===== src/rtl/fsr_pkg.sv =====
package fsr_pkg;
  localparam int unsigned CTL_EN_BIT   = 0;
  localparam int unsigned CTL_FUSE_BIT = 3;
  localparam int unsigned CTL_SIG_BIT  = 5;
  localparam logic [7:0]  RSVD_BYTE    = 8'hFF;

  typedef enum logic [1:0] {
    MODE_NONE = 2'd0,
    MODE_FUSE = 2'd1,
    MODE_SIG  = 2'd2
  } mode_e;
endpackage


===== src/rtl/fsr_window_ctrl.sv =====
module fsr_window_ctrl
  import fsr_pkg::*;
#(
  parameter int unsigned WIN_CYCLES = 3,
  parameter int unsigned CTL_W      = 8,
  parameter int unsigned CNT_W      = $clog2(WIN_CYCLES + 1)
) (
  input  logic             clk_i,
  input  logic             rst_ni,
  input  logic             we_i,
  input  logic [CTL_W-1:0] wdata_i,
  input  logic             lpm_i,
  output mode_e            mode_o,
  output logic [CNT_W-1:0] cnt_o,
  output logic             open_o
);
  logic [CNT_W-1:0] cnt_q;
  mode_e            mode_q;
  logic             arm;
  logic             want_sig;
  logic             want_fuse;

  assign want_sig  = wdata_i[CTL_SIG_BIT];
  assign want_fuse = wdata_i[CTL_FUSE_BIT];
  assign arm       = we_i && wdata_i[CTL_EN_BIT] && (want_sig || want_fuse);
  assign open_o    = (cnt_q != '0);

  always_ff @(posedge clk_i or negedge rst_ni) begin
    if (!rst_ni) begin
      cnt_q  <= '0;
      mode_q <= MODE_NONE;
    end else if (open_o) begin
      // writes while open are dropped
      if (lpm_i) begin
        cnt_q  <= '0;
        mode_q <= MODE_NONE;
      end else begin
        cnt_q <= cnt_q - CNT_W'(1);
        if (cnt_q == CNT_W'(1)) mode_q <= MODE_NONE;
      end
    end else if (arm) begin
      cnt_q  <= CNT_W'(WIN_CYCLES);
      mode_q <= want_sig ? MODE_SIG : MODE_FUSE;
    end
  end

  assign mode_o = mode_q;
  assign cnt_o  = cnt_q;
endmodule


===== src/rtl/fsr_fuse_sel.sv =====
module fsr_fuse_sel
  import fsr_pkg::*;
#(
  parameter int unsigned ADDR_W = 16,
  parameter int unsigned DATA_W = 8
) (
  input  logic [ADDR_W-1:0] addr_i,
  input  logic [DATA_W-1:0] lo_pgm_i,
  input  logic [DATA_W-1:0] lock_pgm_i,
  input  logic [DATA_W-1:0] ext_pgm_i,
  input  logic [DATA_W-1:0] hi_pgm_i,
  output logic [DATA_W-1:0] data_o
);
  localparam int unsigned NSLOT = 4;
  logic [DATA_W-1:0] pgm_slot [NSLOT];
  logic [DATA_W-1:0] rd_slot  [NSLOT];

  assign pgm_slot[0] = lo_pgm_i;
  assign pgm_slot[1] = lock_pgm_i;
  assign pgm_slot[2] = ext_pgm_i;
  assign pgm_slot[3] = hi_pgm_i;

  // programmed cells read as zero
  for (genvar g = 0; g < NSLOT; g++) begin : g_inv
    assign rd_slot[g] = ~pgm_slot[g];
  end

  always_comb begin
    data_o = DATA_W'(RSVD_BYTE);
    for (int i = 0; i < NSLOT; i++) begin
      if (addr_i == ADDR_W'(i)) data_o = rd_slot[i];
    end
  end
endmodule


===== src/rtl/fsr_sig_sel.sv =====
module fsr_sig_sel
  import fsr_pkg::*;
#(
  parameter int unsigned ADDR_W = 16,
  parameter int unsigned DATA_W = 8
) (
  input  logic [ADDR_W-1:0] addr_i,
  input  logic [DATA_W-1:0] sig_b1_i,
  input  logic [DATA_W-1:0] sig_b2_i,
  input  logic [DATA_W-1:0] sig_b3_i,
  input  logic [DATA_W-1:0] osc_cal_i,
  input  logic [DATA_W-1:0] ts_offset_i,
  input  logic [DATA_W-1:0] ts_gain_i,
  output logic [DATA_W-1:0] data_o
);
  always_comb begin
    data_o = DATA_W'(RSVD_BYTE);
    if (addr_i[ADDR_W-1:3] == '0) begin
      unique case (addr_i[2:0])
        3'd0:    data_o = sig_b1_i;
        3'd1:    data_o = osc_cal_i;
        3'd2:    data_o = sig_b2_i;
        3'd4:    data_o = sig_b3_i;
        3'd5:    data_o = ts_offset_i;
        3'd7:    data_o = ts_gain_i;
        default: data_o = DATA_W'(RSVD_BYTE);
      endcase
    end
  end
endmodule


===== src/rtl/fuse_sig_readback.sv =====
module fuse_sig_readback
  import fsr_pkg::*;
#(
  parameter int unsigned ADDR_W     = 16,
  parameter int unsigned DATA_W     = 8,
  parameter int unsigned WIN_CYCLES = 3,
  localparam int unsigned CNT_W     = $clog2(WIN_CYCLES + 1)
) (
  input  logic              clk_i,
  input  logic              rst_ni,
  input  logic              ctl_we_i,
  input  logic [7:0]        ctl_wdata_i,
  output logic [7:0]        ctl_rdata_o,
  output logic              busy_o,
  input  logic              lpm_i,
  input  logic [ADDR_W-1:0] lpm_addr_i,
  input  logic [DATA_W-1:0] flash_data_i,
  input  logic [DATA_W-1:0] fuse_lo_pgm_i,
  input  logic [DATA_W-1:0] fuse_hi_pgm_i,
  input  logic [DATA_W-1:0] fuse_ext_pgm_i,
  input  logic [DATA_W-1:0] lock_pgm_i,
  input  logic [DATA_W-1:0] sig_b1_i,
  input  logic [DATA_W-1:0] sig_b2_i,
  input  logic [DATA_W-1:0] sig_b3_i,
  input  logic [DATA_W-1:0] osc_cal_i,
  input  logic [DATA_W-1:0] ts_offset_i,
  input  logic [DATA_W-1:0] ts_gain_i,
  output logic [DATA_W-1:0] rd_data_o,
  output logic              rd_valid_o
);
  mode_e             win_mode;
  logic [CNT_W-1:0]  win_cnt;
  logic              win_open;
  logic [DATA_W-1:0] fuse_byte;
  logic [DATA_W-1:0] sig_byte;
  logic [DATA_W-1:0] sel_byte;
  logic [DATA_W-1:0] rd_data_q;
  logic              rd_valid_q;

  fsr_window_ctrl #(
    .WIN_CYCLES(WIN_CYCLES),
    .CTL_W     (8),
    .CNT_W     (CNT_W)
  ) u_win (
    .clk_i  (clk_i),
    .rst_ni (rst_ni),
    .we_i   (ctl_we_i),
    .wdata_i(ctl_wdata_i),
    .lpm_i  (lpm_i),
    .mode_o (win_mode),
    .cnt_o  (win_cnt),
    .open_o (win_open)
  );

  fsr_fuse_sel #(.ADDR_W(ADDR_W), .DATA_W(DATA_W)) u_fuse (
    .addr_i    (lpm_addr_i),
    .lo_pgm_i  (fuse_lo_pgm_i),
    .lock_pgm_i(lock_pgm_i),
    .ext_pgm_i (fuse_ext_pgm_i),
    .hi_pgm_i  (fuse_hi_pgm_i),
    .data_o    (fuse_byte)
  );

  fsr_sig_sel #(.ADDR_W(ADDR_W), .DATA_W(DATA_W)) u_sig (
    .addr_i     (lpm_addr_i),
    .sig_b1_i   (sig_b1_i),
    .sig_b2_i   (sig_b2_i),
    .sig_b3_i   (sig_b3_i),
    .osc_cal_i  (osc_cal_i),
    .ts_offset_i(ts_offset_i),
    .ts_gain_i  (ts_gain_i),
    .data_o     (sig_byte)
  );

  always_comb begin
    sel_byte = flash_data_i;
    if (win_open) begin
      unique case (win_mode)
        MODE_FUSE: sel_byte = fuse_byte;
        MODE_SIG:  sel_byte = sig_byte;
        default:   sel_byte = flash_data_i;
      endcase
    end
  end

  always_ff @(posedge clk_i or negedge rst_ni) begin
    if (!rst_ni) begin
      rd_data_q  <= '0;
      rd_valid_q <= 1'b0;
    end else begin
      rd_valid_q <= lpm_i;
      if (lpm_i) rd_data_q <= sel_byte;
    end
  end

  always_comb begin
    ctl_rdata_o               = '0;
    ctl_rdata_o[CTL_EN_BIT]   = win_open;
    ctl_rdata_o[CTL_FUSE_BIT] = win_open && (win_mode == MODE_FUSE);
    ctl_rdata_o[CTL_SIG_BIT]  = win_open && (win_mode == MODE_SIG);
  end

  assign busy_o     = win_open;
  assign rd_data_o  = rd_data_q;
  assign rd_valid_o = rd_valid_q;
endmodule


===== config.mk =====
export PLATFORM = sky130hd
export DESIGN_NAME = fuse_sig_readback
export DESIGN_NICKNAME = d
export VERILOG_FILES = /design/src/rtl/fsr_pkg.sv /design/src/rtl/fsr_window_ctrl.sv /design/src/rtl/fsr_fuse_sel.sv /design/src/rtl/fsr_sig_sel.sv /design/src/rtl/fuse_sig_readback.sv
export SDC_FILE = /design/constraint.sdc
export NUM_CORES = 1
export LEC_CHECK = 0
export BUFFER_PORTS_ARGS = -buffer_cell sky130_fd_sc_hd__clkbuf_2
export CELL_PAD_IN_SITES_DETAIL_PLACEMENT = 0
export CELL_PAD_IN_SITES_GLOBAL_PLACEMENT = 1
export CORE_MARGIN = 2
export CORE_UTILIZATION = 26
export CTS_BUF_LIST = sky130_fd_sc_hd__clkbuf_4 sky130_fd_sc_hd__clkbuf_8
export CTS_CLUSTER_SIZE = 14
export DETAILED_ROUTE_END_ITERATION = 16
export PLACE_DENSITY = 0.83
export SYNTH_ARGS = -nofsm -noshare
export SYNTH_HDL_FRONTEND = slang
export SYNTH_SLANG_ARGS = --single-unit

===== constraint.sdc =====
create_clock -name clk_i -period 2.1 [get_ports clk_i]
set_clock_uncertainty 0.1 [all_clocks]
set_input_delay 0.21 -clock clk_i [delete_from_list [all_inputs] [get_ports clk_i]]
set_output_delay 0.21 -clock clk_i [all_outputs]
set_load 0.02 [all_outputs]

# Word-level counts from Yosys, hierarchy flattened
# Index checks and enable logic that the tools add are counted.
# totals
output_inout_bits,18
regBits,13
word_cells,48
input_bits,116
# classes
bitwise_logic,4
muxes,16
n_eq_ne,12
addsub,1
n_reduce_logical,11
# ops
cell,count
$mux W8,6
$pmux W8 S6,1
$eq A16 B2 Y1 const B,2
$not A8 Y8,4
$eq A16 B1 Y1 const B,1
$logic_not A16 Y1,1
$mux W2,8
$pmux W8 S2,1
$logic_not A13 Y1,1
$eq A3 B3 Y1 const B,3
$eq A2 B1 Y1 const B,2
$logic_and A1 B1 Y1,4
$reduce_bool A2 Y1,2
$eq A3 B1 Y1 const B,1
$eq A3 B2 Y1 const B,1
$logic_not A3 Y1,1
$ne A3 B2 Y1 const B,1
$eq A2 B2 Y1 const B,1
$reduce_and A2 Y1,1
$sub A2 B1 Y2 const B,1
$logic_or A1 B1 Y1,1

# Depth between registers and ports, before layout
# logic_depth
word_depth,7
ltp_mapped,8
mapped_depth_nobuf,7

# By module
# From an unflattened synthesis, not the netlist that was laid out.
# hier_totals
cells_unflattened,156
hier_area_um2,1562.7
# by_module_without_submodules
mod,seq_area_each_um2,n_inst,cells_per_inst,area_per_inst_um2
fuse_sig_readback,225.2,1,60,611.8
fsr_sig_sel,0.0,1,47,437.9
fsr_fuse_sel,0.0,1,24,261.5
fsr_window_ctrl,100.1,1,25,251.5

# Worst setup path before layout
# OpenSTA, ideal clock, no wires.
# synth_timing
path_type,register -> register
startpoint,"reg u_win.mode_q[0], in the netlist u_win.mode_o[0]"
endpoint,"reg rd_data_q[5], in the netlist rd_data_o[5]"
arrival_ns,1.355
path_buffers,0
t_required_ns,1.866
slack_ns,0.511
path_stages_with_launch,7
period_less_slack_ns,1.589
setup_ns,0.134
path_cell_list,dfrtp_1 -> inv_1 -> ha_1 -> nor2_1 -> nand2_1 -> a21oi_1 -> a21oi_1
# synth_between
elab_chain_cells,3
word_cells_on_any_way,4
classes_between,2 x eq/ne; 2 x mux
# synth_rtl
element,line_no,rtl
"start, declared",fsr_window_ctrl.sv:18,mode_e mode_q;
"start signal, assigned",fsr_window_ctrl.sv:43,mode_q <= want_sig ? MODE_SIG : MODE_FUSE;
$eq A2 B2 Y1 or $eq A2 B1 Y1 (tied branches),fuse_sig_readback.sv:78,unique case (win_mode)
$pmux W8 S2 *,fuse_sig_readback.sv:78,
$mux W8 *,fuse_sig_readback.sv:77,if (win_open) begin
"end signal, assigned",fuse_sig_readback.sv:92,if (lpm_i) rd_data_q <= sel_byte;
"end, declared",fuse_sig_readback.sv:37,logic [DATA_W-1:0] rd_data_q;
# Every way passes the cells marked *; elsewhere a longest branch is shown, timed or not.
# A chain may end at the register's enable or synchronous reset.

# Worst setup path in the final report
# layout_timing
startpoint,"reg u_win.mode_q[0], in the netlist u_win.mode_o[0]"
endpoint,"reg rd_data_q[6], in the netlist rd_data_o[6]"
# The elaborated chain is that of the path after synthesis.

==> flow_metrics.tcl <==
set metrics [dict create \
    status "complete, no violations" \
    dieArea_mm2 0.00670 \
    critPathCaptureType "flop" \
    drive_gt1_share_pct 48.2 \
    synth_most_common_cell "a21oi_1" \
    grt_start_max_net_pins 16 \
    finish.net_count 428 \
    synth-seq-cells 13 \
    synth_seq_area_share_pct 20.6 \
    fin_total_pwr_mw 1.43 \
    max_freq_mhz 575 \
    cts_sinks 13 \
    p_per_area_mw_per_mm2 625 \
    worstPathCellList "inv_1, ha_1, nor2_1, buf_4, nor2_1, nand2_1, o21ai_0, a21oi_1" \
    yosysWarnings 0 \
    synth_edf_count 0 \
    worstPathArrival_ps 1810 \
    period_needed_ps 1740 \
    synth_area_mm2 0.00158 \
    via_per_inst 4.79 \
    rsz0062_at_grt "no" \
    cts_tree "built" \
    critical_path_class "reg -> reg" \
    fill_cells 638 \
    hold_class "in -> reg" \
    insertion_delay_ps 240 \
    ctsResizeCount 0 \
    cpPeakStageDelay_ps 360 \
    synth-async-reset-ratio_pct 100 \
    critPathMostFrequentCell "nor2_1" \
    power.leakage_nw 1.19 \
    yosysUniqueCellTypes 41 \
    worst_path_max_delay_cell "dfrtp_1" \
    n_antenna_cell 0 \
    place_hpwl_mm 4.47 \
    cts-root-buf "clkbuf_8" \
    fp-row-count 28 \
    port_buffers 123 \
    fin_util_pct 38.9 \
    setup_slack_ps 362 \
    yosysTopAreaCellShare_pct 20.6 \
    grt_antenna_before_repair 0 \
    finalSetupViolations 0 \
    tightest_slew_ps 481 \
    routed_wl_mm 5.22 \
    clock_tree.buffer_depth 2 \
    period_share_pct 82.8 \
    area_growth_syn_to_layout_pct 45.4 \
    core_mm2 0.00589 \
    grt_overflow_total 0 \
    vias 1830 \
    syn_inst 186 \
    numCtsBuffers 3 \
    drt_iter0_drc 64 \
    grt_first_pass_wirelength_mm 8.21 \
    cpLargestDelayFamily "simple AND/OR/NAND/NOR gates" \
    final-hold-violation-count 0 \
    dp_slack_ps 254 \
    drtAntennaViolNets 0 \
    io_pins 134 \
    initial_core_util_pct 26.8 \
    clk_pin_slew_ps 50 \
    cp.required_ps 2170 \
    slew_viol_final 0 \
    syn_avg_cell_area_um2 8.48 \
    max-vdd-ir-drop_mv 0.502 \
    critPathLaunchType "flop" \
    post_drt_wl_per_cell_um 13.7 \
    worst-path-buf-inv 2 \
    synth_largest_area_cell "dfrtp_1" \
    cts_hold_buf 1 \
    drc 0 \
    setup_tns_ps 0 \
    synth-main-ff-cell "dfrtp_1" \
    die_x_um 81.9 \
    die_h_um 81.9 \
    path_max_fanout 6 \
    gr-usage-all-layers_pct 15.6 \
    cap_violations 0 \
    grt_pass1_vias 1776 \
    final-instance-count-excl-fill 382 \
    synth_commonest_cells "a21oi_1 (24), nand2_1 (20), o21ai_0 (17)" \
    ys_top_cells_by_area "dfrtp_1 (21%), mux4_1 (10%), a21oi_1 (7.6%), o21ai_0 (5.4%), mux2i_1 (5.1%)" \
    first_pass_iters 4 \
    cts_setup_buffers 0 \
    gp_congestion 0.730 \
    dp_cells 377 \
    slew_headroom_pct 67.5 \
    htreeDepth 1 \
]
report_power, final:
part	internal, mW	total, mW	switching (mW)
clock network	0.147	0.237	0.0894
registers	0.333	0.384	0.0501
logic	0.345	0.813	0.468
total	0.825	1.43	0.608
worst min-delay path, delay by kind of cell:
family          cells  cell delay (ps)
compound gates      1               70
simple gates        1               60
buf+inv             1               80
final timing paths:
| check | startpoint | to | slack (ps) | depth (start not counted) |
|---|---|---|---|---|
| worst max register to register | u_win.mode_o[0] | rd_data_o[6] | 360 | 8 |
| worst min register to register | u_win.cnt_o[0] | u_win.cnt_o[0] | 440 | 1 |
| max in group asynchronous | rst_ni | rd_data_o[0] | 1360 | 2 |
| worst max-delay path | u_win.mode_o[0] | rd_data_o[6] | 360 | 8 |
| worst min-delay path | flash_data_i[0] | rd_data_o[0] | 120 | 3 |
| min in group asynchronous | rst_ni | rd_data_o[3] | 290 | 2 |
per-stage QoR:
stage | hold slack (ps) | cell area (um^2)
after global routing | 121 | 2290
after CTS | 113 | 2290
after detailed placement | 27.9 | 2230
after global placement | 24.6 | 2230
after floorplan | -186 | 1590
final | 115 | 2290
flip-flops by register name, summed over array words and instances (netlist names):
signal and flops:
rd_data_o 8, u_win.cnt_o 2, u_win.mode_o 2, rd_valid_o 1
placed cells by master (no fill, tap or decap), drive strengths merged:
master and count:
nor3 2, a22o 3, buf 8, nand3b 2, or2 2, dfrtp 13, inv 6, o41ai 3
and3 6, nand2 20, and4 1, nor2 11, conb 5, o21ai 17, nand4 1, nand2b 1
ha 4, nor4 3, a211oi 2, mux2i 8, and2 1, nor2b 6, a221oi 2, xor2 1
nand3 2, o211a 1, a311oi 3, clkbuf 127, a21oi 24, a32o 1, mux4 8, a21o 1
mux2 6, dlygate4sd3 1, o31ai 3, o22ai 2
metal layers:
metal | GRT usage (%) | part of all wire [%] | routed length [um] | vias to the layer above
met4 | 4.17 | 0.67 | 35 | 0
met5 | 0 | 0 | 0 | -
met1 | 21.2 | 45 | 2360 | 812
met3 | 2.86 | 7.8 | 409 | 3
li1 | - | - | - | 935
met2 | 25.2 | 46 | 2410 | 80
kinds of logic (layout without fill, tap and decap cells):
kind of cell	count (synthesis)	count (layout)	synth area share [%]
AO/OA/AOI/OAI	62	62	24.0
AND/OR/NAND/NOR	58	58	18.9
buffers and inverters	25	142	9.52
multiplexers	22	22	22.5
flip-flops	13	13	20.6
adder cells (fa/ha/maj)	4	4	3.17
other	1	5	0.238
XOR/XNOR	1	1	1.03
area by class of cell:
class	instances	area [um^2]	share of cell area [%]
Multi-Input combinational cell	152	1120	48.7
Timing Repair Buffer	132	686	29.9
Tap cell	75	93.8	4.09
Sequential cell	13	325	14.2
Inverter	6	22.5	0.983
Clock buffer	4	48.8	2.13
(Power assumes the default switching activity.)
